--- config.mk ---
export PLATFORM = sky130hd
export DESIGN_NAME = cw_tr_sequencer
export DESIGN_NICKNAME = d
export VERILOG_FILES = /design/src/rtl/cw_tr_sequencer.sv
export SDC_FILE = /design/constraint.sdc
export NUM_CORES = 1
export LEC_CHECK = 0
export BUFFER_PORTS_ARGS = -buffer_cell sky130_fd_sc_hd__buf_2
export CAP_MARGIN = 20
export CORE_MARGIN = 2
export CORE_UTILIZATION = 55
export DETAILED_ROUTE_END_ITERATION = 12
export PLACE_DENSITY = 0.85
export SLEW_MARGIN = 5
export SYNTH_ARGS = -nofsm -noshare
export SYNTH_HDL_FRONTEND = slang
export SYNTH_SLANG_ARGS = --single-unit
export TNS_END_PERCENT = 30
--- constraint.sdc ---
create_clock -name clk -period 2.37 [get_ports clk]
set_input_delay 0.3555 -clock clk [delete_from_list [all_inputs] [get_ports clk]]
set_output_delay 0.3555 -clock clk [all_outputs]
set_load 0.05 [all_outputs]
--- src/rtl/cw_tr_sequencer.sv ---
module cw_tr_sequencer #(
  parameter int DLY_W        = 8,
  parameter int HOLDOFF_INIT = 20,
  parameter int HANG_INIT    = 10
) (
  input  logic             clk,
  input  logic             rst,
  input  logic             tick_ms,
  input  logic             key_in,
  input  logic             holdoff_wr,
  input  logic             hang_wr,
  input  logic [DLY_W-1:0] delay_val,
  output logic             ptt,
  output logic             rf_en,
  output logic             rx_atten_en,
  output logic             tone_en
);

  localparam logic [DLY_W-1:0] HOLDOFF_RST = DLY_W'(HOLDOFF_INIT);
  localparam logic [DLY_W-1:0] HANG_RST    = DLY_W'(HANG_INIT);
  localparam logic [DLY_W-1:0] ONE         = DLY_W'(1);

  logic [DLY_W-1:0] holdoff, hang_len, edge_cnt, hang_cnt;
  logic key_q, pend, pend_lvl, hang_on, ptt_q, rf_q;

  wire key_edge   = key_in != key_q;
  wire hang_start = ptt_q & ~key_in & ~rf_q & ~pend & ~hang_on;

  assign ptt         = ptt_q;
  assign rx_atten_en = ptt_q;
  assign rf_en       = rf_q;
  assign tone_en     = key_in;

  always_ff @(posedge clk) begin
    if (rst) begin
      holdoff  <= HOLDOFF_RST;
      hang_len <= HANG_RST;
    end else begin
      if (holdoff_wr) holdoff  <= delay_val;
      if (hang_wr)    hang_len <= delay_val;
    end
  end

  always_ff @(posedge clk) begin
    if (rst) begin
      key_q    <= 1'b0;
      pend     <= 1'b0;
      pend_lvl <= 1'b0;
      edge_cnt <= '0;
      rf_q     <= 1'b0;
    end else begin
      key_q <= key_in;
      if (key_edge) begin
        if (holdoff == '0) begin
          rf_q <= key_in;
          pend <= 1'b0;
        end else begin
          pend     <= 1'b1;
          pend_lvl <= key_in;
          edge_cnt <= holdoff;
        end
      end else if (pend && tick_ms) begin
        if (edge_cnt == ONE) begin
          rf_q <= pend_lvl;
          pend <= 1'b0;
        end else begin
          edge_cnt <= edge_cnt - ONE;
        end
      end
    end
  end

  always_ff @(posedge clk) begin
    if (rst) begin
      ptt_q    <= 1'b0;
      hang_on  <= 1'b0;
      hang_cnt <= '0;
    end else if (key_in) begin
      ptt_q   <= 1'b1;
      hang_on <= 1'b0;
    end else if (hang_start) begin
      hang_on  <= 1'b1;
      hang_cnt <= hang_len;
    end else if (hang_on) begin
      if (hang_cnt == '0) begin
        hang_on <= 1'b0;
        ptt_q   <= 1'b0;
      end else if (tick_ms) begin
        hang_cnt <= hang_cnt - ONE;
      end
    end
  end

  a_r9_rf_needs_ptt: assert property (@(posedge clk) disable iff (rst)
    rf_en |-> ptt);

  a_r9_no_drop_under_rf: assert property (@(posedge clk) disable iff (rst)
    $fell(ptt) |-> !$past(rf_en));

  a_r2_key_keys_ptt: assert property (@(posedge clk) disable iff (rst)
    key_in |=> ptt);

  a_r7_drop_only_key_open: assert property (@(posedge clk) disable iff (rst)
    $fell(ptt) |-> !$past(key_in));

  a_r4_rf_moves_on_tick: assert property (@(posedge clk) disable iff (rst)
    ($rose(rf_en) || $fell(rf_en)) |-> ($past(tick_ms) || $past(holdoff) == '0));

endmodule

### After elaboration in Yosys (flattened, before gate mapping)

Index checks and enable logic that the tools add are counted.

| word-level totals | value |
|---|---|
| bits in registers | 38 |
| output and inout bits | 4 |
| logic and storage cells | 67 |

| operators by class | value |
|---|---|
| add/subtract/negate cells | 2 |
| equality and inequality tests | 7 |
| multiplexer cells | 23 |
| bitwise logic cells | 9 |
| reductions and logical operators | 16 |

Operator list:

| cell | count |
|---|---|
| 8-bit 2-to-1 mux | 8 |
| 8-bit zero test | 2 |
| 8-bit by 1-bit subtractor with 8-bit output (second input constant) | 2 |
| 1-bit 2-to-1 mux | 15 |
| 2-bit nonzero test | 6 |
| 3-bit AND reduction | 3 |
| 8-bit by 1-bit equality test with 1-bit output (second input constant) | 1 |
| 2-bit inequality test (second input constant) | 4 |
| 1-bit NOT | 5 |
| 1-bit AND | 4 |
| 2-bit AND reduction | 2 |
| 4-bit AND reduction | 1 |
| 2-bit by 1-bit inequality test with 1-bit output (second input constant) | 1 |
| 2-bit OR reduction | 1 |
| 1-bit logical AND | 1 |
| 1-bit inequality test | 1 |

### Longest topological paths before layout

Gate-level depths: netlist of the first run.

| logic depth | value |
|---|---|
| depth in word-level cells | 7 |
| mapped depth | 7 |
| depth with buffers taken out | 6 |

### Worst setup path before layout of the first run

OpenSTA, ideal clock, no wires.

| timing path | value |
|---|---|
| path type | register to register |
| start point | register hang_cnt[0] |
| end point | register hang_cnt[5] |
| arrival time | 1.666 ns |
| required time | 2.282 ns |
| path slack | 0.615 ns |
| cell stages (with the launch flop) | 7 |
| period minus slack after synthesis | 1.755 ns |
| cells stage by stage | dfxtp_1 inv_1 ha_1 nor3b_1 and2_2 or4_1 a311oi_2 |

| between the ends | value |
|---|---|
| word-level cells in the longest chain between the ends | 5 |
| elaborated cells between the ends (all ways) | 8 |
| classes of those cells | add/sub (1); eq/ne (1); mux (4); reduce/logical (2) |

Ends and longest elaborated chain:

| element | RTL line | text |
|---|---|---|
| from (decl) | 23 | `logic [DLY_W-1:0] holdoff, hang_len, edge_cnt, hang_cnt;` |
| from (signal assigned) | 83 | `hang_cnt <= hang_len;` |
| from (signal assigned) | 89 | `hang_cnt <= hang_cnt - ONE;` |
| 8-bit by 1-bit subtractor with 8-bit output | 89 |  |
| 8-bit 2-to-1 mux | 88 | `end else if (tick_ms) begin` |
| 8-bit 2-to-1 mux | 85 | `if (hang_cnt == '0) begin` |
| 8-bit 2-to-1 mux | 84 | `end else if (hang_on) begin` |
| 8-bit 2-to-1 mux | 81 | `end else if (hang_start) begin` |

Several ways; a longest one is shown, not always the timed one. The select of a mux whose other input is x is not followed.
A chain may end at the register's enable or synchronous reset.

### Final worst setup path of the first run

| timing path | value |
|---|---|
| start point | register hang_cnt[0] |
| end point | register hang_cnt[6] |

The elaborated chain is that of the path after synthesis.

==> results.json, run 1 <==
{
  "drv_slew": 0,
  "fin_crit_sh_pct": 79.7,
  "synth_top_family_by_area": "simple AND/OR/NAND/NOR gates",
  "fp-row-count": 21,
  "cp-end-kind": "flip-flop",
  "synthSimpleGateAreaFrac_pct": 23.9,
  "critPathKind": "flip-flop to flip-flop",
  "power.switching_uw": 470,
  "grt_use_met3_pct": 4.40,
  "synth_flop_cell": "dfxtp_1",
  "switching_share_pct": 31.2,
  "hold_ws_ns": 0.242,
  "grt.total_usage_pct": 22.3,
  "busiest_layer": "met2",
  "grt_overflow_total": 0,
  "pwr-share-comb_pct": 20.5,
  "peakVddDrop_mv": 0.412,
  "place.gp.congestion": 0.857,
  "wl_per_cell_um": 14.7,
  "fin_setup_tns_ns": 0,
  "powerDensity_nw_per_um2": 703,
  "antenna_found_initial": 0,
  "vias_per_cell": 5.80,
  "fillers": 294,
  "area_growth_pct": 7.66,
  "firstDrtPassIters": 4,
  "post-place-ws_ns": 0.428,
  "syn_nets": 246,
  "synthMuxAreaShare_pct": 8.04,
  "dp_hpwl_mm": 3.00,
  "grt_pass1_wl_mm": 7.21,
  "cts_hold_buf": 0,
  "synth_area_per_cell_um2": 8.74,
  "postRouteAntennaNets": 0,
  "timing.final.ws_setup_ns": 0.480,
  "vias": 1658,
  "clockPowerShare_pct": 30.1,
  "hold_viol": 0,
  "cts.repair.resized": 0,
  "cts_setup_buffers": 0,
  "die_height_um": 64.2,
  "die_w_um": 64.2,
  "die_area_um2": 4120,
  "htreeDepth": 2,
  "layout_common_cells": "dfxtp_1 (38), nor2_1 (30), nand2_1 (23)",
  "wl_mm": 4.20,
  "syn_area_um2": 1990,
  "start_kind": "flip-flop",
  "placed_cells": 278,
  "tightest_slew_ns": 0.514,
  "grt_pass1_vias": 1554,
  "critical_path.max_fanout": 5,
  "start_util_pct": 58.3,
  "cpLargestDelayFamily": "simple AND/OR/NAND/NOR gates",
  "layout.nets": 257,
  "grt_max_degree": 36,
  "min_period_ns": 1.89,
  "relSlewSlack_pct": 65.7,
  "syn_inst": 228,
  "power_frac_seq_pct": 49.4,
  "cts_tree": "built",
  "stdcell_count": 286,
  "cp_data_arrival_time_ns": 2.15,
  "path_buf_inv": 1,
  "drtIter0Drc": 129,
  "mostFrequentLayoutCell": "dfxtp_1",
  "drive_gt1_share_pct": 15.4,
  "yosys.area_share.adder_pct": 2.51,
  "route.detailed.drc": 0,
  "n_antenna_cell": 0,
  "yosysUniqueCellTypes": 50,
  "cp_slowest_stage_delay_ns": 0.45,
  "globalRouteMet1Util_pct": 30.5,
  "seq_area_frac_synth_pct": 38.2,
  "p_total_uw": 1510,
  "rsz0062_at_grt": "no",
  "power.internal_uw": 1040,
  "clock-sinks": 38,
  "max-cap-violations": 0,
  "ys_warn_count": 0,
  "skew_ns": 0.00743,
  "hold_class": "primary input to flip-flop",
  "slowest_stage": "nor3b_1",
  "path_cells": "inv_1, ha_1, nor3b_1, a211oi_2, and2_1, a2111oi_2",
  "synth_seq_cells": 38,
  "fmax_mhz": 529,
  "p_leak_uw": 0.000843,
  "outcome": "complete, no violations",
  "numCtsBuffers": 5,
  "grt_use_met2_pct": 34.5,
  "pin_count": 18,
  "synth-compound-area-share_pct": 18.5,
  "synth_edf_count": 0,
  "async_reset_ff_share_pct": 0,
  "portBuffers": 17,
  "setup_viol": 0,
  "coreArea_um2": 3420,
  "clkTransAtPathRegs_ns": 0.13,
  "clk_latency_ns": 0.35,
  "clock_path_buffers": 2,
  "synth-xor-area-share_pct": 3.08,
  "critPathRequiredTime_ns": 2.63,
  "cts-root-buf": "clkbuf_4"
}
-- area by class of cell --
cell class	count	area, µm²	share of cell area [%]
clock inverter	3	45.0	2.10
tap	46	57.6	2.68
timing repair buffer	18	92.6	4.32
clock buffer	5	37.5	1.75
inverter	9	33.8	1.58
multi-input combinational	167	1120	52.1
sequential	38	761	35.5
-- path summary, 6_finish.rpt --
kind                      from     endpoint  slack (ns)  depth (start not counted)
setup / recovery   hang_cnt[0]  hang_cnt[6]        0.48                          6
hold / removal    delay_val[3]  hang_len[3]        0.24                          3
setup reg to reg   hang_cnt[0]  hang_cnt[6]        0.48                          6
hold reg to reg    hang_len[1]  hang_cnt[1]        0.49                          2
-- registers in the layout, summed over array words and instances (netlist names) --
name,count
edge_cnt,8
hang_cnt,8
hang_len,8
hang_on,1
holdoff,8
key_q,1
pend,1
pend_lvl,1
ptt,1
rf_en,1
-- synth_stat cells (all sizes together) (2+ instances only) --
library cell / number / share of area, %
dfxtp: 38 / 38
nor2: 30 / 5.7
nand2: 23 / 4.3
a21oi: 19 / 4.8
mux2i: 16 / 8.0
inv: 9 / 1.7
buf: 7 / 2.7
clkbuf: 7 / 1.3
o21ai: 7 / 1.9
a211oi: 6 / 2.5
nand3: 6 / 1.5
nor4: 6 / 3.4
and2: 5 / 1.6
nor3: 5 / 1.3
ha: 4 / 2.5
o32ai: 4 / 1.8
a221o: 3 / 1.5
nor3b: 3 / 1.1
or4: 3 / 1.1
xnor2: 3 / 1.7
a311oi: 2 / 1.2
a31oi: 2 / 0.63
nand3b: 2 / 0.75
nand4b: 2 / 0.88
-- tightest hold or removal path: cells and delay by family --
family | cells | cell delay, ns
AND/OR/NAND/NOR | 1 | 0.05
buffers and inverters | 1 | 0.09
AO/OA/AOI/OAI | 1 | 0.06
-- cell families (layout without fill, tap and decap cells) --
family                   after synthesis  in the layout
AND/OR/NAND/NOR                       91             91
AO/OA/AOI/OAI                         52             52
flip-flops                            38             38
buffers and inverters                 23             35
multiplexers                          16             16
adder cells (fa/ha/maj)                4              4
XOR/XNOR                               4              4
-- per-layer routing --
layer	vias up	wire length, µm
met2	44	1870
met4	0	70
li1	853	-
met1	753	2090
met5	-	0
met3	8	169
-- power groups by stage --
stage	Clock, µW	Combinational (µW)	Sequential [µW]
floorplan	0	252	748
global route	484	347	751
finish	454	309	744
global placement	0	301	755
CTS	461	308	743
detailed placement	0	307	757
-- per-stage QoR --
step | utilization [%] | instance area [µm²]
final | 62.8 | 2140
after CTS | 62.8 | 2140
after global routing | 62.8 | 2140
after floorplan | - | 1990
after global placement | 60.4 | 2060
after detailed placement | 60.4 | 2060
Note: power is estimated with default switching activity, not from simulation.
==> inputs of run 2 (changes only) <==
ABC_AREA = 1   (was not set)
PLACE_DENSITY = 0.84   (was 0.85)
clock period = 1.84 ns   (was 2.37 ns; I/O delays follow)
==> run 2 against run 1 <==
  * Count of clock-buffer cells in the layout increased by 1
  * Worst hold slack got worse by 0.034 ns
  * Maximum frequency increased by 22%
  * Wire length increased by 3.0%
  * Non-clock buffer count unchanged
  * Synthesized area increased by 5.7%
  * First-iteration DRC count decreased by 12%
  * Critical path depth increased by 4
  * Synthesized cell count increased by 36%
  * Critical endpoint is now hang_cnt[5]
==> results.json, run 2 <==
{
  "final_cell_area_um2": 2300,
  "clock_path_buffers": 2,
  "cp-end-kind": "flip-flop",
  "die_area_um2": 4340,
  "drive_gt1_share_pct": 15.5,
  "coreArea_um2": 3660,
  "crit_cells": 10,
  "antenna_found_initial": 0,
  "cp_slowest_stage_delay_ns": 0.34,
  "vias": 1903,
  "post-place-ws_ns": 0.359,
  "slowest_stage": "dfxtp_1",
  "cts_hold_buf": 0,
  "async_reset_ff_share_pct": 0,
  "fin_util_pct": 62.8,
  "critical_path.max_fanout": 8,
  "cpLargestDelayFamily": "simple AND/OR/NAND/NOR gates",
  "hold_class": "primary input to flip-flop",
  "ys_warn_count": 0,
  "setup_viol": 0,
  "tightest_slew_ns": 0.301,
  "portBuffers": 17,
  "dp_hpwl_mm": 3.17,
  "path_buf_inv": 2,
  "p_total_uw": 2190,
  "clock-sinks": 38,
  "clkTransAtPathRegs_ns": 0.08,
  "netlist_top_cells_area": "dfxtp_1 (36%), nor2_1 (12%), nand2_1 (11%)",
  "hold_viol": 0,
  "fmax_mhz": 645,
  "critPathKind": "flip-flop to flip-flop",
  "grt_pass1_wl_mm": 7.70,
  "critPathMostFrequentCell": "nor2_1",
  "peakVddDrop_mv": 0.494,
  "route.detailed.drc": 0,
  "synth_top_area_share_pct": 36.1,
  "htreeDepth": 2,
  "firstDrtPassIters": 4,
  "reg2regPathDepth": 10,
  "critPathRequiredTime_ns": 2.04,
  "relSlewSlack_pct": 79.9,
  "mostFrequentLayoutCell": "nor2_1",
  "postRouteAntennaNets": 0,
  "cts_setup_buffers": 0,
  "seq_area_frac_synth_pct": 36.1,
  "drtIter0Drc": 114,
  "synth_seq_cells": 38,
  "rsz0062_at_grt": "no",
  "area_growth_pct": 9.22,
  "timing.final.ws_setup_ns": 0.290,
  "syn_inst": 310,
  "start_kind": "flip-flop",
  "die_height_um": 65.9,
  "vias_per_cell": 5.06,
  "outcome": "complete, no violations",
  "synth_area_per_cell_um2": 6.79,
  "skew_ns": 0.00587,
  "grt.total_usage_pct": 23.1,
  "pin_count": 18,
  "grt_overflow_total": 0,
  "path_cells": "inv_1, ha_1, inv_1, nor2_1, nand2_1, nand3_2, nand2_4, nand2_1, nor2_1, nor2_1",
  "cts-root-buf": "clkbuf_8",
  "numCtsBuffers": 5,
  "ys_top_cells_by_count": "nor2_1 (68), nand2_1 (62), dfxtp_1 (38)",
  "wl_per_cell_um": 11.5,
  "syn_nets": 328,
  "max-cap-violations": 0,
  "min_period_ns": 1.55,
  "yosysMostFrequentCell": "nor2_1",
  "wl_mm": 4.33,
  "fp-row-count": 22,
  "syn_area_um2": 2100,
  "start_util_pct": 57.5,
  "synth_flop_cell": "dfxtp_1",
  "layout_common_cells": "nor2_1 (68), nand2_1 (62), dfxtp_1 (38)",
  "drv_slew": 0,
  "p_leak_uw": 0.00111,
  "fillers": 355,
  "powerDensity_nw_per_um2": 953,
  "layout.nets": 345,
  "cts_tree": "built",
  "yosys.area.top_type": "dfxtp_1",
  "cts.repair.resized": 0,
  "n_antenna_cell": 0,
  "grt_pass1_vias": 1739,
  "synth_edf_count": 0,
  "fin_setup_tns_ns": 0,
  "clk_latency_ns": 0.29,
  "die_w_um": 65.9,
  "cp_data_arrival_time_ns": 1.75,
  "place.gp.congestion": 0.858,
  "grt_max_degree": 25,
  "fin_crit_sh_pct": 84.3,
  "yosysUniqueCellTypes": 30,
  "post_dp_cell_area_um2": 2200,
  "whs_path_depth": 3
}
[run 2: final timing paths]
check | from | endpoint | slack, ns
worst max-delay path | hang_cnt[0] | hang_cnt[5] | 0.29
worst min-delay path | delay_val[1] | hang_len[1] | 0.21
worst max register to register | hang_cnt[0] | hang_cnt[5] | 0.29
worst min register to register | pend_lvl | pend_lvl | 0.46
[run 2: cell families after synthesis]
logic type / share of synthesized area, %
buffers and inverters: 9.16
XOR/XNOR: 1.66
flip-flops: 36.1
adder cells (fa/ha/maj): 2.38
AO/OA/AOI/OAI: 12.5
AND/OR/NAND/NOR: 38.2
[run 2: metrics by stage]
stage | instances | hold WS (ns)
final | 376 | 0.208
after global routing | 376 | 0.218
after CTS | 376 | 0.208
after detailed placement | 368 | 0.444
after global placement | 368 | 0.451
after floorplan | 310 | 0.345
[run 2: power breakdown]
group / internal (µW) / total, µW / switching [µW]
clock: 301 / 614 / 312
combinational: 221 / 613 / 392
sequential: 899 / 964 / 64.7
[run 2: per-layer routing]
metal | vias to the layer above | global-route usage [%] | wire length (µm)
met3 | 6 | 5.79 | 179
met4 | 0 | 7.81 | 57
met1 | 854 | 29.6 | 2150
met5 | - | 0 | 0
met2 | 38 | 37.8 | 1940
li1 | 1005 | - | -
[run 2: worst min-delay path, stage by stage]
cell and delay [ns]:
buf_2 0.08, nand2_1 0.04, nand3_1 0.06
[run 2: final cells by class]
cell class              instances  area [µm²]  area share (%)
inverters                      35         139            6.04
multi-input cells             229        1150            50.1
flip-flops and latches         38         761            33.1
well taps                      48        60.1            2.61
repair buffers                 18        92.6            4.03
clock buffers                   6        82.6            3.59
clock inverters                 2        12.5           0.544
==> inputs of run 3 (changes only) <==
ABC_AREA = 0   (was 1)
PLACE_DENSITY = 0.85   (was 0.84)
clock period = 1.6 ns   (was 1.84 ns; I/O delays follow)
==> run 3 against run 2 <==
  * The run now ends with negative setup slack left
  * Sequential power grew 14%
  * Global-route usage grew 2.5 points
  * Design area grew 13%
  * Worst setup slack lost 0.37 ns
  * Sequential share of layout area shrank 3.4 points
  * Via count grew 5.0%
  * Clock skew grew 0.0083 ns
  * First-iteration DRC count grew 63%
  * Non-clock buffer count grew 39
  * Combinational power grew 19%
  * Count of clock-buffer cells in the layout shrank 1
==> results.json, run 3 (same netlist as run 1, synthesis figures left out) <==
{
  "outcome": "finished with violations",
  "violations": "negative setup slack",
  "grt_max_degree": 20,
  "start_util_pct": 58.3,
  "postRouteAntennaNets": 0,
  "hold_class": "primary input to flip-flop",
  "die_w_um": 64.2,
  "p_leak_uw": 0.00107,
  "clock_path_buffers": 2,
  "setup_viol": 5,
  "post-place-ws_ns": -0.0735,
  "multi_input_area_um2": 1260,
  "tightest_slew_ns": 0.451,
  "critical_path.max_fanout": 7,
  "pin_count": 18,
  "numCtsBuffers": 5,
  "cp_data_arrival_time_ns": 1.93,
  "min_period_ns": 1.68,
  "firstDrtPassIters": 5,
  "portBuffers": 17,
  "max-cap-violations": 0,
  "final_cell_area_um2": 2600,
  "cp-end-kind": "flip-flop",
  "drive_gt1_share_pct": 36.9,
  "hold_viol": 0,
  "ff_latch_area_um2": 771,
  "layout_common_cells": "buf_4 (38), nor2_1 (30), dfxtp_1 (30)",
  "n_antenna_cell": 0,
  "cts-root-buf": "clkbuf_4",
  "critPathRequiredTime_ns": 1.85,
  "relSlewSlack_pct": 69.7,
  "wl_per_cell_um": 17.2,
  "cts_tree": "built",
  "drtIter0Drc": 186,
  "post_dp_cell_area_um2": 2330,
  "fillers": 205,
  "route.detailed.drc": 0,
  "grt_overflow_total": 0,
  "clock-sinks": 38,
  "fmax_mhz": 594,
  "wl_mm": 5.60,
  "vias": 1998,
  "peakVddDrop_mv": 0.693,
  "grt_pass1_vias": 1767,
  "antenna_found_initial": 0,
  "start_kind": "flip-flop",
  "cts_hold_buf": 0,
  "clk_latency_ns": 0.37,
  "drv_slew": 0,
  "vias_per_cell": 6.15,
  "dp_hpwl_mm": 3.40,
  "place.gp.congestion": 0.886,
  "fin_crit_sh_pct": 105,
  "grt_pass1_wl_mm": 8.12,
  "htreeDepth": 2,
  "timing.final.ws_setup_ns": -0.0831,
  "layout.nets": 296,
  "coreArea_um2": 3420,
  "fp-row-count": 21,
  "die_area_um2": 4120,
  "skew_ns": 0.0141,
  "critPathKind": "flip-flop to flip-flop",
  "clkTransAtPathRegs_ns": 0.13,
  "rsz0062_at_grt": "yes",
  "grt.total_usage_pct": 25.5,
  "die_height_um": 64.2,
  "mostFrequentLayoutCell": "buf_4",
  "powerDensity_nw_per_um2": 965,
  "area_growth_pct": 30.3
}
run 3: cell types whose count changed in the layout (fill, tap and decap cells not counted), moves of 8 or more:
cell	before	now
nand2_1	62	23
buf_4	1	38
dfxtp_1	38	30
nand3_1	21	6
mux2i_1	0	16
dfxtp_2	0	8
nor2_1	68	30
o21ai_0	28	4
inv_1	31	6
run 3: metal layers:
layer	vias up	track usage [%]	part of all wire, %
met5	-	0	0
met4	0	11.2	2.8
li1	924	-	-
met2	125	39.6	46
met1	929	34.0	43
met3	20	5.81	8.9
run 3: repair_timing:
item / 4_1_cts / 5_1_grt
resized for setup: 16 / 18
setup endpoints to repair: 10 / 14
gates cloned: 0 / 0
pin swaps: 6 / 14
setup buffers: 3 / 3
run 3: where the power goes:
group | leakage [µW] | internal [µW] | switching (µW)
logic | 0.000718 | 337 | 391
registers | 0.000316 | 1020 | 78.6
clock network | 0.0000374 | 328 | 349
total | 0.00107 | 1690 | 819
run 3: final timing paths:
kind                startpoint     endpoint  slack (ns)  cells past startpoint
setup reg to reg   edge_cnt[1]  edge_cnt[6]       -0.08                      7
hold reg to reg    hang_len[1]  hang_cnt[1]        0.51                      2
hold / removal    delay_val[1]  hang_len[1]        0.12                      3
setup / recovery   edge_cnt[1]  edge_cnt[6]       -0.08                      7
run 3: per-stage QoR:
step	total power (µW)	std cells	setup TNS, ns	hold slack [ns]	util (%)
6_report	2510	325	-0.179	0.118	76.0
5_1_grt	2610	325	-0.720	0.114	76.0
4_1_cts	2410	322	-0.0395	0.114	72.8
3_5_place_dp	1710	311	-0.258	0.478	68.1
3_3_place_gp	1690	311	-0.0792	0.464	68.1
2_1_floorplan	1490	228	-0.00363	0.368	-
run 3: final cells by class:
cell class                      count  area share (%)
Inverter                            9            1.30
Sequential cell                    38            29.7
Clock buffer                        5            1.45
Multi-Input combinational cell    167            48.5
Tap cell                           46            2.22
Timing Repair Buffer               57            15.1
Clock inverter                      3            1.73
run 3: worst max-delay path, cell delays in order (launching register included):
cell and delay [ns]:
dfxtp_2 0.36, inv_2 0.05, ha_4 0.14, nor3b_4 0.15, a211o_4 0.37, buf_4 0.15
a21oi_1 0.22, o32ai_1 0.13
